### src/rtl/ep0_pkg.sv
package ep0_pkg;

    typedef enum logic [1:0] {
        TK_SETUP = 2'd0,
        TK_OUT   = 2'd1,
        TK_IN    = 2'd2
    } tok_e;

    typedef enum logic [1:0] {
        HS_ACK   = 2'd0,
        HS_NAK   = 2'd1,
        HS_STALL = 2'd2,
        HS_DATA  = 2'd3
    } hs_e;

    typedef enum logic [2:0] {
        X_IDLE,
        X_CMD,
        X_DOUT,
        X_DIN,
        X_STATUS
    } xfer_e;

    typedef enum logic [1:0] {
        L_WAIT,
        L_RX,
        L_TX
    } link_e;

    typedef enum logic [2:0] {
        RM_SETUP,
        RM_STORE,
        RM_NAK,
        RM_STALL,
        RM_STATUS
    } rxm_e;

    localparam int B_RXRDY   = 0;
    localparam int B_TXRDY   = 1;
    localparam int B_SENT    = 2;
    localparam int B_DEND    = 3;
    localparam int B_STALLRQ = 5;
    localparam int B_SERV    = 6;

    localparam logic [1:0] A_CSR  = 2'd0;
    localparam logic [1:0] A_CNT  = 2'd1;
    localparam logic [1:0] A_FIFO = 2'd2;

endpackage

### src/rtl/ep0_fifo.sv
module ep0_fifo #(
    parameter int DEPTH = 64,
    parameter int W     = 8,
    localparam int AW   = $clog2(DEPTH),
    localparam int LW   = AW + 1
) (
    input  logic          clk,
    input  logic          rst_n,
    input  logic          flush,
    input  logic          push,
    input  logic [W-1:0]  wdata,
    input  logic          pop,
    output logic [W-1:0]  head,
    output logic [LW-1:0] level
);

    logic [W-1:0]  mem [DEPTH];
    logic [AW-1:0] wp, rp;
    logic          do_push, do_pop;

    assign do_push = push && (level < LW'(DEPTH));
    assign do_pop  = pop && (level != '0);
    assign head    = mem[rp];

    always_ff @(posedge clk) begin
        if (do_push && !flush) mem[wp] <= wdata;
    end

    always_ff @(posedge clk) begin
        if (!rst_n || flush) begin
            wp    <= '0;
            rp    <= '0;
            level <= '0;
        end else begin
            if (do_push) wp <= (wp == AW'(DEPTH - 1)) ? '0 : wp + AW'(1);
            if (do_pop)  rp <= (rp == AW'(DEPTH - 1)) ? '0 : rp + AW'(1);
            if (do_push && !do_pop)      level <= level + LW'(1);
            else if (do_pop && !do_push) level <= level - LW'(1);
        end
    end

endmodule

### src/rtl/ep0_fsm.sv
module ep0_fsm
    import ep0_pkg::*;
#(
    parameter int MPS = 64,
    localparam int LW = $clog2(MPS) + 1
) (
    input  logic          clk,
    input  logic          rst_n,
    input  logic          h_tok_vld,
    input  logic [1:0]    h_tok,
    input  logic          h_byte_vld,
    input  logic [7:0]    h_byte,
    input  logic          h_pkt_end,
    input  logic          cpu_wr,
    input  logic          cpu_rd,
    input  logic [1:0]    cpu_addr,
    input  logic [7:0]    cpu_wdata,
    input  logic [7:0]    fifo_head,
    input  logic [LW-1:0] fifo_level,
    output logic          fifo_flush,
    output logic          fifo_push,
    output logic [7:0]    fifo_wdata,
    output logic          fifo_pop,
    output logic          d_hs_vld,
    output logic [1:0]    d_hs,
    output logic          d_byte_vld,
    output logic [7:0]    d_byte,
    output logic          d_pkt_end,
    output logic          irq,
    output logic [7:0]    csr_v,
    output logic [LW-1:0] count_q
);

    xfer_e         xfer_q, xfer_d;
    link_e         link_q, link_d;
    rxm_e          rxm_q, out_mode;
    hs_e           in_hs, rx_hs;
    logic [LW-1:0] rx_cnt, tx_left;
    logic          rx_any, tx_status, in_zlp;
    logic          rxrdy, txrdy, sent, dend, stallrq, last_in;

    logic ev_setup, ev_out, ev_in, ev_rx_end, ev_tx_end;
    logic csr_wr, serv_wr, store_byte;
    logic wdata_unused;

    assign wdata_unused = ^{cpu_wdata[7], cpu_wdata[4], cpu_wdata[0]};

    assign ev_setup  = h_tok_vld && (h_tok == TK_SETUP);
    assign ev_out    = h_tok_vld && (h_tok == TK_OUT);
    assign ev_in     = h_tok_vld && (h_tok == TK_IN);
    assign ev_rx_end = (link_q == L_RX) && h_pkt_end;
    assign ev_tx_end = (link_q == L_TX) && (tx_left == '0);
    assign csr_wr    = cpu_wr && (cpu_addr == A_CSR);
    assign serv_wr   = csr_wr && cpu_wdata[B_SERV];

    assign store_byte = (link_q == L_RX) && h_byte_vld
                        && (rxm_q == RM_SETUP || rxm_q == RM_STORE)
                        && (rx_cnt < LW'(MPS));

    assign fifo_push  = store_byte
                        || (cpu_wr && cpu_addr == A_FIFO && !txrdy && link_q != L_RX);
    assign fifo_wdata = store_byte ? h_byte : cpu_wdata;
    assign fifo_pop   = ((link_q == L_TX) && (tx_left != '0))
                        || (cpu_rd && cpu_addr == A_FIFO && link_q != L_TX);
    assign fifo_flush = ev_setup || serv_wr || (ev_tx_end && !tx_status);

    assign csr_v = {1'b0, 1'b0, stallrq, 1'b0, dend, sent, txrdy, rxrdy};

    // Reply decisions for the three transaction kinds
    always_comb begin
        in_zlp = !stallrq && (xfer_q == X_STATUS) && !last_in;
        if (stallrq) begin
            in_hs = HS_STALL;
        end else begin
            unique case (xfer_q)
                X_STATUS:     in_hs = last_in ? HS_STALL : HS_DATA;
                X_CMD, X_DIN: in_hs = txrdy ? HS_DATA : HS_NAK;
                default:      in_hs = HS_NAK;
            endcase
        end

        if (stallrq) begin
            out_mode = RM_STALL;
        end else begin
            unique case (xfer_q)
                X_CMD, X_DOUT: out_mode = rxrdy ? RM_NAK : RM_STORE;
                X_STATUS:      out_mode = RM_STATUS;
                default:       out_mode = RM_NAK;
            endcase
        end

        unique case (rxm_q)
            RM_SETUP, RM_STORE: rx_hs = HS_ACK;
            RM_STALL:           rx_hs = HS_STALL;
            RM_STATUS:          rx_hs = (last_in && !rx_any) ? HS_ACK : HS_STALL;
            default:            rx_hs = HS_NAK;
        endcase
    end

    // Next-state logic for transfer phase and link phase
    always_comb begin
        xfer_d = xfer_q;
        link_d = link_q;

        if (serv_wr && cpu_wdata[B_DEND] && (xfer_q == X_CMD || xfer_q == X_DOUT))
            xfer_d = X_STATUS;

        if (ev_rx_end) begin
            link_d = L_WAIT;
            unique case (rxm_q)
                RM_SETUP:            xfer_d = X_CMD;
                RM_STORE:            xfer_d = X_DOUT;
                RM_STALL, RM_STATUS: xfer_d = X_IDLE;
                default:             xfer_d = xfer_q;
            endcase
        end

        if (ev_tx_end) begin
            link_d = L_WAIT;
            if (tx_status) xfer_d = X_IDLE;
            else           xfer_d = dend ? X_STATUS : X_DIN;
        end

        if (ev_setup) begin
            xfer_d = X_CMD;
            link_d = L_RX;
        end else if (ev_out) begin
            link_d = L_RX;
        end else if (ev_in) begin
            if (in_hs == HS_DATA)       link_d = L_TX;
            else if (in_hs == HS_STALL) xfer_d = X_IDLE;
        end
    end

    // State register
    always_ff @(posedge clk) begin
        if (!rst_n) begin
            xfer_q <= X_IDLE;
            link_q <= L_WAIT;
        end else begin
            xfer_q <= xfer_d;
            link_q <= link_d;
        end
    end

    // Register bits, counters and wire outputs
    always_ff @(posedge clk) begin
        if (!rst_n) begin
            rxm_q      <= RM_NAK;
            rx_cnt     <= '0;
            rx_any     <= 1'b0;
            tx_left    <= '0;
            tx_status  <= 1'b0;
            rxrdy      <= 1'b0;
            txrdy      <= 1'b0;
            sent       <= 1'b0;
            dend       <= 1'b0;
            stallrq    <= 1'b0;
            last_in    <= 1'b0;
            irq        <= 1'b0;
            count_q    <= '0;
            d_hs_vld   <= 1'b0;
            d_hs       <= HS_ACK;
            d_byte_vld <= 1'b0;
            d_byte     <= '0;
            d_pkt_end  <= 1'b0;
        end else begin
            d_hs_vld   <= 1'b0;
            d_byte_vld <= 1'b0;
            d_pkt_end  <= 1'b0;

            if (cpu_rd && cpu_addr == A_CSR) irq <= 1'b0;

            if (csr_wr) begin
                if (cpu_wdata[B_SERV])    rxrdy   <= 1'b0;
                if (cpu_wdata[B_TXRDY])   txrdy   <= 1'b1;
                if (cpu_wdata[B_DEND] && (cpu_wdata[B_SERV] || cpu_wdata[B_TXRDY]))
                    dend <= 1'b1;
                if (cpu_wdata[B_STALLRQ]) stallrq <= 1'b1;
                if (!cpu_wdata[B_SENT])   sent    <= 1'b0;
            end

            if (link_q == L_RX && h_byte_vld) begin
                rx_any <= 1'b1;
                if (rx_cnt < LW'(MPS)) rx_cnt <= rx_cnt + LW'(1);
            end

            if (ev_rx_end) begin
                d_hs_vld <= 1'b1;
                d_hs     <= rx_hs;
                unique case (rxm_q)
                    RM_SETUP, RM_STORE: begin
                        rxrdy   <= 1'b1;
                        count_q <= rx_cnt;
                        irq     <= 1'b1;
                    end
                    RM_STALL: begin
                        sent    <= 1'b1;
                        stallrq <= 1'b0;
                        irq     <= 1'b1;
                    end
                    RM_STATUS: begin
                        irq  <= 1'b1;
                        dend <= 1'b0;
                        if (rx_hs == HS_STALL) sent <= 1'b1;
                    end
                    default: ;
                endcase
            end

            if (link_q == L_TX) begin
                if (tx_left != '0) begin
                    d_byte_vld <= 1'b1;
                    d_byte     <= fifo_head;
                    tx_left    <= tx_left - LW'(1);
                end else begin
                    d_pkt_end <= 1'b1;
                    irq       <= 1'b1;
                    if (tx_status) begin
                        dend <= 1'b0;
                    end else begin
                        txrdy   <= 1'b0;
                        last_in <= 1'b1;
                    end
                end
            end

            if (ev_setup) begin
                rxm_q   <= RM_SETUP;
                rx_cnt  <= '0;
                rx_any  <= 1'b0;
                stallrq <= 1'b0;
                dend    <= 1'b0;
                txrdy   <= 1'b0;
                rxrdy   <= 1'b0;
                last_in <= 1'b0;
            end else if (ev_out) begin
                rxm_q  <= out_mode;
                rx_cnt <= '0;
                rx_any <= 1'b0;
            end else if (ev_in) begin
                d_hs_vld <= 1'b1;
                d_hs     <= in_hs;
                if (in_hs == HS_STALL) begin
                    sent    <= 1'b1;
                    stallrq <= 1'b0;
                    dend    <= 1'b0;
                    irq     <= 1'b1;
                end else if (in_hs == HS_DATA) begin
                    tx_left   <= in_zlp ? '0 : fifo_level;
                    tx_status <= in_zlp;
                end
            end
        end
    end

endmodule

### src/rtl/ep0_ctrl.sv
module ep0_ctrl
    import ep0_pkg::*;
#(
    parameter int MPS = 64
) (
    input  logic       clk,
    input  logic       rst_n,
    input  logic       h_tok_vld,
    input  logic [1:0] h_tok,
    input  logic       h_byte_vld,
    input  logic [7:0] h_byte,
    input  logic       h_pkt_end,
    output logic       d_hs_vld,
    output logic [1:0] d_hs,
    output logic       d_byte_vld,
    output logic [7:0] d_byte,
    output logic       d_pkt_end,
    input  logic       cpu_wr,
    input  logic       cpu_rd,
    input  logic [1:0] cpu_addr,
    input  logic [7:0] cpu_wdata,
    output logic [7:0] cpu_rdata,
    output logic       irq
);

    localparam int LW = $clog2(MPS) + 1;

    logic          f_flush, f_push, f_pop;
    logic [7:0]    f_wdata, f_head;
    logic [LW-1:0] f_level, count_q;
    logic [7:0]    csr_v, cnt_view;

    assign cnt_view = 8'(count_q);

    ep0_fifo #(.DEPTH(MPS), .W(8)) u_fifo (
        .clk   (clk),
        .rst_n (rst_n),
        .flush (f_flush),
        .push  (f_push),
        .wdata (f_wdata),
        .pop   (f_pop),
        .head  (f_head),
        .level (f_level)
    );

    ep0_fsm #(.MPS(MPS)) u_fsm (
        .clk        (clk),
        .rst_n      (rst_n),
        .h_tok_vld  (h_tok_vld),
        .h_tok      (h_tok),
        .h_byte_vld (h_byte_vld),
        .h_byte     (h_byte),
        .h_pkt_end  (h_pkt_end),
        .cpu_wr     (cpu_wr),
        .cpu_rd     (cpu_rd),
        .cpu_addr   (cpu_addr),
        .cpu_wdata  (cpu_wdata),
        .fifo_head  (f_head),
        .fifo_level (f_level),
        .fifo_flush (f_flush),
        .fifo_push  (f_push),
        .fifo_wdata (f_wdata),
        .fifo_pop   (f_pop),
        .d_hs_vld   (d_hs_vld),
        .d_hs       (d_hs),
        .d_byte_vld (d_byte_vld),
        .d_byte     (d_byte),
        .d_pkt_end  (d_pkt_end),
        .irq        (irq),
        .csr_v      (csr_v),
        .count_q    (count_q)
    );

    always_comb begin
        unique case (cpu_addr)
            A_CSR:   cpu_rdata = csr_v;
            A_CNT:   cpu_rdata = cnt_view;
            A_FIFO:  cpu_rdata = (f_level != '0) ? f_head : 8'h00;
            default: cpu_rdata = 8'h00;
        endcase
    end

endmodule

### config.mk
export PLATFORM = sky130hd
export DESIGN_NAME = ep0_ctrl
export DESIGN_NICKNAME = d
export VERILOG_FILES = /design/src/rtl/ep0_pkg.sv /design/src/rtl/ep0_fifo.sv /design/src/rtl/ep0_fsm.sv /design/src/rtl/ep0_ctrl.sv
export SDC_FILE = /design/constraint.sdc
export NUM_CORES = 1
export LEC_CHECK = 0
export BUFFER_PORTS_ARGS = -buffer_cell sky130_fd_sc_hd__buf_2
export CAP_MARGIN = 30
export CELL_PAD_IN_SITES_DETAIL_PLACEMENT = 0
export CELL_PAD_IN_SITES_GLOBAL_PLACEMENT = 1
export CORE_MARGIN = 10
export CORE_UTILIZATION = 54
export CTS_CLUSTER_DIAMETER = 80
export CTS_CLUSTER_SIZE = 10
export DETAILED_ROUTE_END_ITERATION = 10
export HOLD_SLACK_MARGIN = 0.06
export PLACE_DENSITY_LB_ADDON = 0.1
export SLEW_MARGIN = 20
export SYNTH_ARGS = -nofsm -noshare
export SYNTH_HDL_FRONTEND = slang
export SYNTH_HIERARCHICAL = 1
export SYNTH_SLANG_ARGS = --single-unit
### constraint.sdc
create_clock -name clk -period 4.45 [get_ports clk]
set_clock_uncertainty 0.05 [all_clocks]
set_input_delay 1.335 -clock clk [delete_from_list [all_inputs] [get_ports clk]]
set_output_delay 1.335 -clock clk [all_outputs]
set_load 0.01 [all_outputs]
Word level (Yosys, flattened, before mapping) --
Memory sizes are Yosys's and may differ from the RTL's. A register that Yosys moved wholly into a read port is not among the register bits. Index checks and enable logic that the tools add are counted. Widths: inputs -> output; s select.
Word-level totals: input bits 27, output and inout port bits 22, word-level logic and storage cells 229, flip-flop bits (word level) 70, memories kept 1, bits in writable memories 512
Memories:
- u_fifo.mem | words 64, bits a word 8, rd ports 1, clocked after memory_dff 1, write ports 1, line ep0_fifo.sv:17 | logic [W-1:0] mem [DEPTH];
Operators by class: order comparisons 2, equality and inequality tests 20, multiplexer cells 101, $add $sub $neg 6, bitwise gates (word level) 6, reductions and logical operators 67
Operators with widths (number):
- $mux 7 | 10
- $mux 1 | 55
- $mux 3 | 10
- $logic_and 1x1->1 | 29
- $mux 2 | 14
- $mux 6 | 4
- $pmux 8 s3 | 1
- $mux 8 | 2
- $add 7x1->7 const B | 2
- $lt 7x7->1 const B | 2
- $reduce_bool 7->1 | 2
- $sub 7x1->7 const B | 2
- $add 6x1->6 const B | 2
- $eq 2x2->1 const B | 6
- $eq 6x6->1 const B | 2
- $reduce_or 2->1 | 5
- $eq 3x2->1 const B | 3
- $logic_not 1->1 | 9
- $pmux 3 s3 | 1
- $logic_or 1x1->1 | 8
- $reduce_and 2->1 | 4
- $logic_not 7->1 | 1
- $eq 2x1->1 const B | 3
- $eq 3x1->1 const B | 2
- other kinds (15) | 23

Longest topological paths before layout --
Gate-level depths: netlist of run 1.
depth in word-level cells 13, mapped depth 16, gate-level depth less buffers 15

By module --
Netlist of run 1, hierarchy kept.
By module, submodules not included:
- ep0_fifo | sequential area each 15875.2 um^2, area each 21028.9 um^2, cells each 1018, times used 1
- ep0_fsm | sequential area each 1021.0 um^2, area each 2555.0 um^2, cells each 287, times used 1
- ep0_ctrl | sequential area each 0.0 um^2, area each 231.5 um^2, cells each 31, times used 1

Least setup slack after synthesis of run 1 --
OpenSTA, ideal clock, no wires.
path kind input -> register, start point input h_byte_vld, end point register u_fifo.level[6], cell stages on the path 14, setup slack 0.502 ns, path buffers 1, required time 4.326 ns, data arrival time 3.824 ns, cells stage by stage and4bb_2 buf_2 nand2_2 o21ai_0 nand2b_1 clkinv_1 ha_1 inv_1 ha_1 a21o_1 a21oi_1 o21ai_0 a311o_1 o21ai_0
On the way: longest elaborated chain between the ends 8
Ends and longest elaborated chain:
- start, declared | line ep0_ctrl.sv:10 | input logic h_byte_vld,
- $logic_and 1x1->1 * | line ep0_fsm.sv:56 | assign store_byte = (link_q == L_RX) && h_byte_vld
- $logic_and 1x1->1 * | line ep0_fsm.sv:57 | && (rxm_q == RM_SETUP || rxm_q == RM_STORE)
- $logic_and 1x1->1 * | line ep0_fsm.sv:58 | && (rx_cnt < LW'(MPS));
- $logic_or 1x1->1 * | line ep0_fsm.sv:61 | || (cpu_wr && cpu_addr == A_FIFO && !txrdy && link_q != L_RX);
- named net f_push | line ep0_ctrl.sv:28 | logic f_flush, f_push, f_pop;
- $logic_and 1x1->1 * | line ep0_fifo.sv:21 | assign do_push = push && (level < LW'(DEPTH));
- named net u_fifo.do_push | line ep0_fifo.sv:19 | logic do_push, do_pop;
- $logic_not 1->1 | line ep0_fifo.sv:38 | else if (do_pop && !do_push) level <= level - LW'(1);
- $logic_and 1x1->1 | line ep0_fifo.sv:38
- $reduce_bool 2->1 (no source line)
- end signal, assigned | line ep0_fifo.sv:37 | if (do_push && !do_pop) level <= level + LW'(1);
- end signal, assigned | line ep0_fifo.sv:38
- end, declared | line ep0_fifo.sv:14 | output logic [LW-1:0] level
Mark *: on every way through the listed nets, which the timed path passes. The rest lies on a longest branch. A chain may end at the register's enable or synchronous reset.

==> metrics.txt, run 1 <==
outcome=finished with violations; failing checks=negative setup slack; Die ar.=52,900 sq um; Filler Cell Count=3,027; total number of vias=around 13k; Net Sw Frac=between 20% and 30%; Setup violations, final=1; Slew @ Worst Pin=slightly above 0.9 ns; Syn Inst Count=1,336; final period utilization=100%; leading cell type in the layout, fill and taps excluded=edfxtp_1; Clock Latency Late Sink=0.59 ns; CTS tree=built; Residual DRC=0; remaining antenna violation count=0; Syn Area/Cell=approximately 18 sq um; cell taking the most area after synthesis=edfxtp_1; Worst VDD drop=about 0.34 mV; CTS Hold Bufs=0; I/O pin count=49; drt initial violations=around 1.4k; Yosys warnings=6; Pins Over Slew Limit=0; initial core utilization=54.9%; vias in the first global route=13.2k; Post-Layout Cell Count=~2.1k; Die H=230 um; share of post-route cells with drive strength above 1=about a third; Cell Int Power=9110 uW; Max clock buf depth=3; top_reg_cell synth=edfxtp_1; clk root buf=clkbuf_16; P&R area growth vs syn=17.9%; WP data required=between 3 and 4 ns; post-route cell area=28,100 sq um; CP arrival=3.07 ns; Crit Path Category=reg -> out; Worst Hold Slack=0.405 ns; final hold violation count=0; unrepaired setup endpoints after global routing=true; Avg Vias per Cell=6.07; synthesized cell area=around 24,000 sq um; Peak Freq=224 MHz; top cells by area, synth=edfxtp_1, mux4_2, dfxtp_1; max_slew headroom=about 38%; Max Cap Violations=0; fin crit period=4.46 ns; post-synth top area share=64.6%; clock power share=41.7%; Placed Instances=2,030; DP Area=25,500 sq um; library cells used by synthesis=80; HPWL Detailed=36,000 um; Seq pwr share=a little over half; antenna violations before repair=0; H-tree depth=3; Rows=76; first-pass GRT wire length=between 80,000 and 90,000 um; EDFF count, synth=512; wire length on met2=26,800 um; final setup margin=-0.00759 ns; Core Footprint=43,400 sq um; Comb power frac=5.7%; Top Metal Used=met4; critical path peak fanout=15; Die X=230 um; total track usage=21.8%; CP Launch Type=flop; Final #Nets=around 1.6k; Hold/Removal Path Class=reg -> reg; DRT met1 WL=about 25,000 um; Power, Total=around 12,000 uW; clock-pin transition on the worst setup and hold timing paths=0.06 ns; routed wire length=57,100 um; # port buffers=48; clock sinks=588; met3 routed WL=between 3000 and 4000 um; TritonRoute pass-1 iters=5; Placer Congestion=0.869; total CTS buffers=68; CP Capture Type=primary output; GRT overflow=0; switching pwr=2410 uW; Cell Pwr Density=between 400 and 500 nW/um^2; sequential fraction of the synthesis area=70.9%; ys async rst share=0%; pin count of the biggest net entering global routing=65; post-synthesis register bit count=588; routed len/inst=26.6 um; most frequent cells in the layout=edfxtp_1, mux4_2, buf_4; Leak=0.00907 uW
## area by class of cell
type	instances	area, sq um	area share [%]
inverters	13	48.8	0.174
diodes	1	2.50	0.00891
flip-flops and latches	588	16900	60.2
repair buffers	205	1780	6.34
clock inverters	5	58.8	0.209
multi-input cells	665	6770	24.1
clock buffers	84	1780	6.35
well taps	585	732	2.61
## logic make-up (layout without fill, tap and decap cells)
family,after synthesis,count (layout),share of synthesized area (%)
and+or+nand+nor,306,306,6.33
buffers and inverters,85,307,1.94
DFF,588,588,70.9
AOI/OAI and AO/OA,127,127,3.56
xor gates and xnor gates,25,25,0.919
adders and majority gates,12,12,0.662
muxes,192,192,15.6
other,1,4,0.0157
## synth_stat cells (all sizes together), types with 13 or more instances
cell type,n
a21oi,32
mux2i,41
o21ai,30
nand3,25
edfxtp,512
nand2,56
nand2b,13
dfxtp,76
nor2,131
o22ai,18
mux4,143
buf,47
clkbuf,25
xor2,13
nor3,18
## timing repair
action                                  CTS  global route
gates resized for setup                  60            28
pin swaps                                11             9
setup buffers                            17             4
endpoints found under the setup margin    8             8
gates cloned                              4             1
## per-stage QoR
step	worst slack (ns)	utilization, %	setup TNS (ns)
3_5_place_dp	0.129	58.8	0
3_3_place_gp	0.193	58.8	0
5_1_grt	-0.0831	64.8	-0.305
2_1_floorplan	0.502	-	0
6_report	-0.00759	64.8	-0.00759
4_1_cts	-0.0346	64.3	-0.152
## power by group through the flow
stage	combinational (uW)	sequential, uW	clock [uW]
after floorplan	396	6160	0
after global placement	569	6170	0
after detailed placement	577	6170	0
after CTS	640	6060	4920
after global routing	711	6060	5130
final	657	6060	4810
## worst max-delay path, cell delays in order (launching register included)
cell,delay [ns]
dfxtp_4,0.43
buf_16,0.19
buf_4,0.14
mux4_2,0.52
mux4_2,0.57
o21ai_4,0.24
nor3_2,0.09
nand2_1,0.08
o22ai_2,0.06
buf_2,0.15
## metal layers
| metal | up-vias | track usage [%] |
|---|---|---|
| li1 | 5724 | - |
| met4 | 0 | 6.66 |
| met3 | 99 | 4.30 |
| met1 | 6735 | 31.4 |
| met2 | 471 | 33.1 |
| met5 | - | 0 |
## path summary, 6_finish.rpt
path	from	depth (start not counted)	slack (ns)	endpoint
worst min-delay path	u_fsm/count_q[0]	2	0.40	u_fsm/count_q[0]
worst min register to register	u_fsm/count_q[0]	2	0.40	u_fsm/count_q[0]
worst max-delay path	flop	9	-0.008	cpu_rdata[3]
worst max register to register	u_fsm/tx_left[0]	16	0.86	u_fifo/level[6]
## state kept, by name, indices dropped and copies added, names as in the netlist, 2 cells and up, named ones only
signal	cells
u_fsm/link_q	2
u_fsm/d_byte	8
u_fifo/wp	6
u_fsm/tx_left	7
u_fifo/mem	512
u_fsm/rxm_q	3
u_fsm/d_hs	2
u_fifo/level	7
u_fsm/rx_cnt	7
u_fsm/count_q	7
u_fsm/xfer_q	3
u_fifo/rp	6
(Power assumes the default switching activity.)
==> run 2: changes to the inputs <==
- CORE_UTILIZATION: 54 -> 51
- SYNTH_HIERARCHICAL: 1 -> unset
==> metrics.txt, run 2 <==
EDFF count, synth=512; final period utilization=98.9%; I/O pin count=roughly 50; CP arrival=3.02 ns; Final #Nets=1,722; Die H=237 um; pin count of the biggest net entering global routing=65; Clock Latency Late Sink=0.60 ns; H-tree depth=3; top cells by area, synth=edfxtp_1, mux2i_1, dfxtp_1; # port buffers=48; Largest Register=u_fifo.mem; clk root buf=clkbuf_16; vias in the first global route=between 10k and 15k; HPWL Detailed=39,500 um; Die ar.=between 50,000 and 60,000 sq um; ys async rst share=0%; Worst Hold Slack=0.404 ns; cell taking the most area after synthesis=edfxtp_1; post-synth top area share=between 60 and 70%; Max Cap Violations=0; total track usage=21.1%; cell family with most CP delay=buffers and inverters; multi-input logic area=6700 sq um; library cells used by synthesis=67; clock-pin transition on the worst setup and hold timing paths=0.06 ns; Rows=~80; Setup violations, final=0; antenna violations before repair=0; sequential fraction of the synthesis area=between 70 and 80%; Sequential Area=16,900 sq um; WP data required=a little over 3 ns; Slew @ Worst Pin=around 0.86 ns; first-pass GRT wire length=88,900 um; post-layout util=59.2%; Post-Synth Adder-Cell Area=0.657%; Fin Setup TNS=0 ns; critical path peak fanout=24; leading cell type in the layout, fill and taps excluded=edfxtp_1; Pins Over Slew Limit=0; Synth Area in Simple Gates=7.13%; total CTS buffers=just under 70; post-synthesis compound-gate area fraction=6.52%; # diodes=0; remaining antenna violation count=0; Cell Pwr Density=418 nW/um^2; Yosys warnings=0; CP max stage cell=mux2i_1; total number of vias=13.8k; Worst VDD drop=between 0.3 and 0.4 mV; max_slew headroom=43.0%; Avg Vias per Cell=~6.0; Post-Synth XOR/XNOR Area=0.802%; routed wire length=60,100 um; Die X=approximately 240 um; top_reg_cell synth=edfxtp_1; Crit Path Category=reg -> out; Crit path largest cell delay=~0.45 ns; Core Footprint=46,600 sq um; drt initial violations=about 1.3k; Placer Congestion=0.831; most frequent cells in the layout=edfxtp_1, mux2i_1, nor2_1; CP Cell Sequence=buf_12, clkbuf_16, mux2i_1, a22o_1, nor3_1, a31oi_1, and4_1, o32ai_1, buf_2; Max clock buf depth=3; CP Capture Type=primary output; final setup margin=0.0489 ns; CTS tree=built; unrepaired setup endpoints after global routing=false; CP Launch Type=flop; max FFs per register=around 500; clock sinks=roughly 590; Residual DRC=0; TritonRoute pass-1 iters=5; routed len/inst=25.9 um; Leak=0.00887 uW; fin crit period=4.40 ns; P&R area growth vs syn=14.8%; Post-Place Setup Slack=between 0.3 and 0.4 ns; most common cell in the synthesized netlist=edfxtp_1; Filler Cell Count=3,634; Syn Area/Cell=15.5 sq um; Buf/Inv on CP=3; post-synthesis register bit count=588; Peak Freq=227 MHz; Hold/Removal Path Class=reg -> reg; Commonest cells post-synth=edfxtp_1, mux2i_1, nor2_1, nand2_1, a22oi_1; post-synthesis mux area share=12.3%; postcts setup bufs=0; GRT overflow=0; top flop regs=u_fifo.mem: 512 flops, u_fsm.d_byte: 8 flops; share of post-route cells with drive strength above 1=18.6%; synthesized cell area=24,000 sq um; final hold violation count=0; outcome=finished clean; main combinational cell family by area after synthesis=multiplexers; initial core utilization=51.6%; syn_nets=1,588; Syn Inst Count=1,549
==> run 2: cell count changes in the layout (fill, tap and decap cells not counted), moves of 21 or more <==
cell     change
buf_4       -46
nand2_1     +36
mux2i_1    +159
a21oi_1     +21
mux4_2     -107
a22oi_1     +74
==> run 2: timing repair <==
action                                  4_1_cts  5_1_grt
gates cloned                                  2        2
endpoints found under the setup margin        8        6
hold endpoints to repair                      0        0
pin swaps                                     2        1
hold buffers                                  0        0
gates resized for setup                       9       15
==> run 2: cell families (layout without fill, tap and decap cells) <==
family          count (synthesis)  after routing
mux                           248            248
xor+xnor                       22             22
fa+ha+maj                      12             12
flops                         588            588
compound gates                228            228
buf+inv                       102            263
simple gates                  349            350
==> run 2: through the flow <==
| stage | cell area, sq um | total power, uW | instances |
|---|---|---|---|
| detailed placement | 25400 | 6720 | 2215 |
| global route | 27600 | 11900 | 2318 |
| finish | 27600 | 11500 | 2318 |
| floorplan | 24000 | 6510 | 1549 |
| CTS | 27400 | 11600 | 2315 |
| global placement | 25400 | 6710 | 2214 |
==> run 2: metal layers <==
layer	share of wire, %	wire length (um)	global-route usage, %	up-vias
met3	6.0	3620	3.08	79
met5	0	0	0	-
met2	48	28900	34.1	405
li1	-	-	-	6261
met4	1.9	1140	6.04	0
met1	44	26400	29.1	7075
==> run 2: cell type report <==
type	instances	share of cell area, %
inverters	14	0.191
clock buffers	92	6.58
flip-flops and latches	588	61.3
repair buffers	151	4.60
well taps	607	2.76
clock inverters	6	0.227
multi-input cells	860	24.3
==> run 2: worst min-delay path, delay by kind of cell, from the launching register on <==
family | cells | cell delay, ns
flip-flops | 1 | 0.32
AO/OA/AOI/OAI | 1 | 0.05
AND/OR/NAND/NOR | 1 | 0.05
==> run 2: report_power, final <==
part           switching (uW)  internal (uW)  total, uW
clock network            2080           2820       4900
logic                     355            220        574
registers                25.9           6020       6050
total                    2460           9060      11500
==> run 2: final timing paths <==
path / from / endpoint / slack, ns / cells after the start
min: u_fsm.d_byte[6] / u_fsm.d_byte[6] / 0.40 / 2
max reg2reg: u_fsm.tx_left[0] / u_fifo.level[6] / 0.84 / 15
max: flop / cpu_rdata[0] / 0.05 / 9
min reg2reg: u_fsm.d_byte[6] / u_fsm.d_byte[6] / 0.40 / 2
==> run 3: changes to the inputs <==
==> constraint.sdc (replaced) <==
create_clock -name clk -period 5.4 [get_ports clk]
set_clock_uncertainty 0.05 [all_clocks]
set_input_delay 0.81 -clock clk [delete_from_list [all_inputs] [get_ports clk]]
set_output_delay 0.81 -clock clk [all_outputs]
set_load 0.01 [all_outputs]
==> metrics.txt, run 3 (synthesis results as in run 2) <==
Net Sw Frac=21.1%; Crit path largest cell delay=0.87 ns; Final #Nets=1,641; routed len/inst=26.2 um; I/O pin count=49; Slew @ Worst Pin=0.963 ns; Avg Vias per Cell=5.96; # port buffers=48; post-layout util=57.2%; Comb power frac=4.4%; total number of vias=13.3k; critical path peak fanout=22; Placer Congestion=0.838; final period utilization=roughly 87%; clock sinks=588; CP Cell Sequence=nor2b_4, a22oi_1, nand2_1, o22ai_1, nor3_1, o32ai_1, buf_2; switching pwr=1980 uW; Cell Int Power=7420 uW; Die X=237 um; most frequent cells in the layout=edfxtp_1, mux2i_1, nor2_1; Filler Cell Count=3,604; Die ar.=56,200 sq um; H-tree depth=3; Largest Register=u_fifo.mem; share of post-route cells with drive strength above 1=13.7%; multi-input logic area=6600 sq um; clk root buf=clkbuf_16; Residual DRC=0; Core Footprint=roughly 47,000 sq um; CTS Hold Bufs=0; Clock Latency Late Sink=0.59 ns; RR Endpoint=u_fifo.level[6]; Sequential Area=between 15,000 and 20,000 sq um; Pins Over Slew Limit=0; clock power share=42.5%; pin count of the biggest net entering global routing=65; Worst Hold Slack=0.400 ns; vias in the first global route=13.3k; initial core utilization=51.6%; Peak Freq=212 MHz; Reg-to-Reg Start=u_fsm.tx_left[0]; max_slew headroom=35.5%; postcts setup bufs=0; Hold Crit Depth=2; antenna violations before repair=0; Hold Crit Start=u_fsm.d_byte[7]; routed wire length=between 50,000 and 60,000 um; Buf/Inv on CP=1; WP data required=4.54 ns; max FFs per register=a little over 500; Crit Path Category=reg -> out; Max Cap Violations=0; CP max stage cell=dfxtp_1; cell family with most CP delay=simple AND/OR/NAND/NOR gates; total track usage=20.5%; final hold violation count=0; first-pass GRT wire length=86,600 um; Seq pwr share=53.1%; DP Area=24,800 sq um; CP arrival=3.85 ns; Hold EP=u_fsm.d_byte[7]; post_cts resized=0; Rows=between 70 and 80; top flop regs=u_fifo.mem: 512 flops, u_fsm.d_byte: 8 flops; GRT overflow=0; fin crit period=about 4.7 ns; total CTS buffers=68; Fin Setup TNS=0 ns; internal reg-to-reg setup slack=between 1 and 1.5 ns; Max clock buf depth=3; Leak=between 0.008 and 0.009 uW; post-route cell area=between 20,000 and 30,000 sq um; Cell Pwr Density=353 nW/um^2; # diodes=0; leading cell type in the layout, fill and taps excluded=edfxtp_1; cell count of the worst reg-to-reg path=15; CTS tree=built; P&R area growth vs syn=10.8%; unrepaired setup endpoints after global routing=false; clock-pin transition on the worst setup and hold timing paths=0.05 ns; drt initial violations=between 1k and 1.5k; Setup violations, final=0; Hold/Removal Path Class=reg -> reg; TritonRoute pass-1 iters=5; CP Capture Type=primary output; outcome=finished clean; HPWL Detailed=38,300 um; remaining antenna violation count=0; Worst VDD drop=0.275 mV; CP Launch Type=flop; Die H=237 um
## run 3: cell count changes in the layout (fill, tap and decap cells not counted), moves of 3 or more
cell      change
clkbuf_1      -8
buf_12        -6
o22ai_2       -7
mux2i_1       +3
buf_4        -65
buf_16        -5
o22ai_1       +7
## run 3: how the worst max path moves through the flow
| stage | from | end | slack [ns] | depth (start not counted) |
|---|---|---|---|---|
| 2_1_floorplan | u_fsm.tx_left[0] | u_fifo.level[6] | 1.95 | 17 |
| 3_3_place_gp | flop | cpu_rdata[3] | 1.30 | 7 |
| 3_5_place_dp | flop | cpu_rdata[3] | 1.30 | 7 |
| 4_1_cts | flop | cpu_rdata[3] | 0.67 | 7 |
| 5_1_grt | flop | cpu_rdata[0] | 0.62 | 7 |
| 6_report | flop | cpu_rdata[3] | 0.69 | 7 |
## run 3: cell type report
cell class	count	area share, %
sequential	588	63.5
timing repair buffer	71	1.69
multi-input combinational	859	24.8
clock inverter	6	0.221
tap	607	2.85
clock buffer	84	6.70
inverter	14	0.197
## run 3: worst min-delay path: cells and delay by family (launching register included)
family	cells	cell delay [ns]
flops	1	0.32
compound gates	1	0.05
simple gates	1	0.04
## run 3: metal layers
layer	wire [um]	vias up	track usage (%)
met4	1300	0	6.60
met1	25300	6733	27.9
met3	3370	81	3.64
li1	-	6078	-
met2	28400	389	33.0
met5	0	-	0
## run 3: per-stage QoR
| step | cells | setup slack [ns] | power, uW |
|---|---|---|---|
| 2_1_floorplan | 1549 | 1.95 | 5360 |
| 3_3_place_gp | 2136 | 1.30 | 5500 |
| 3_5_place_dp | 2137 | 1.30 | 5500 |
| 5_1_grt | 2229 | 0.620 | 9690 |
| 6_report | 2229 | 0.691 | 9400 |
| 4_1_cts | 2227 | 0.673 | 9460 |
## run 3: power groups by stage
stage	Clock [uW]	Combinational, uW	Sequential [uW]
floorplan	0	294	5070
global placement	0	412	5090
detailed placement	0	416	5090
CTS	4050	418	4990
global route	4250	452	4990
finish	3990	413	4990
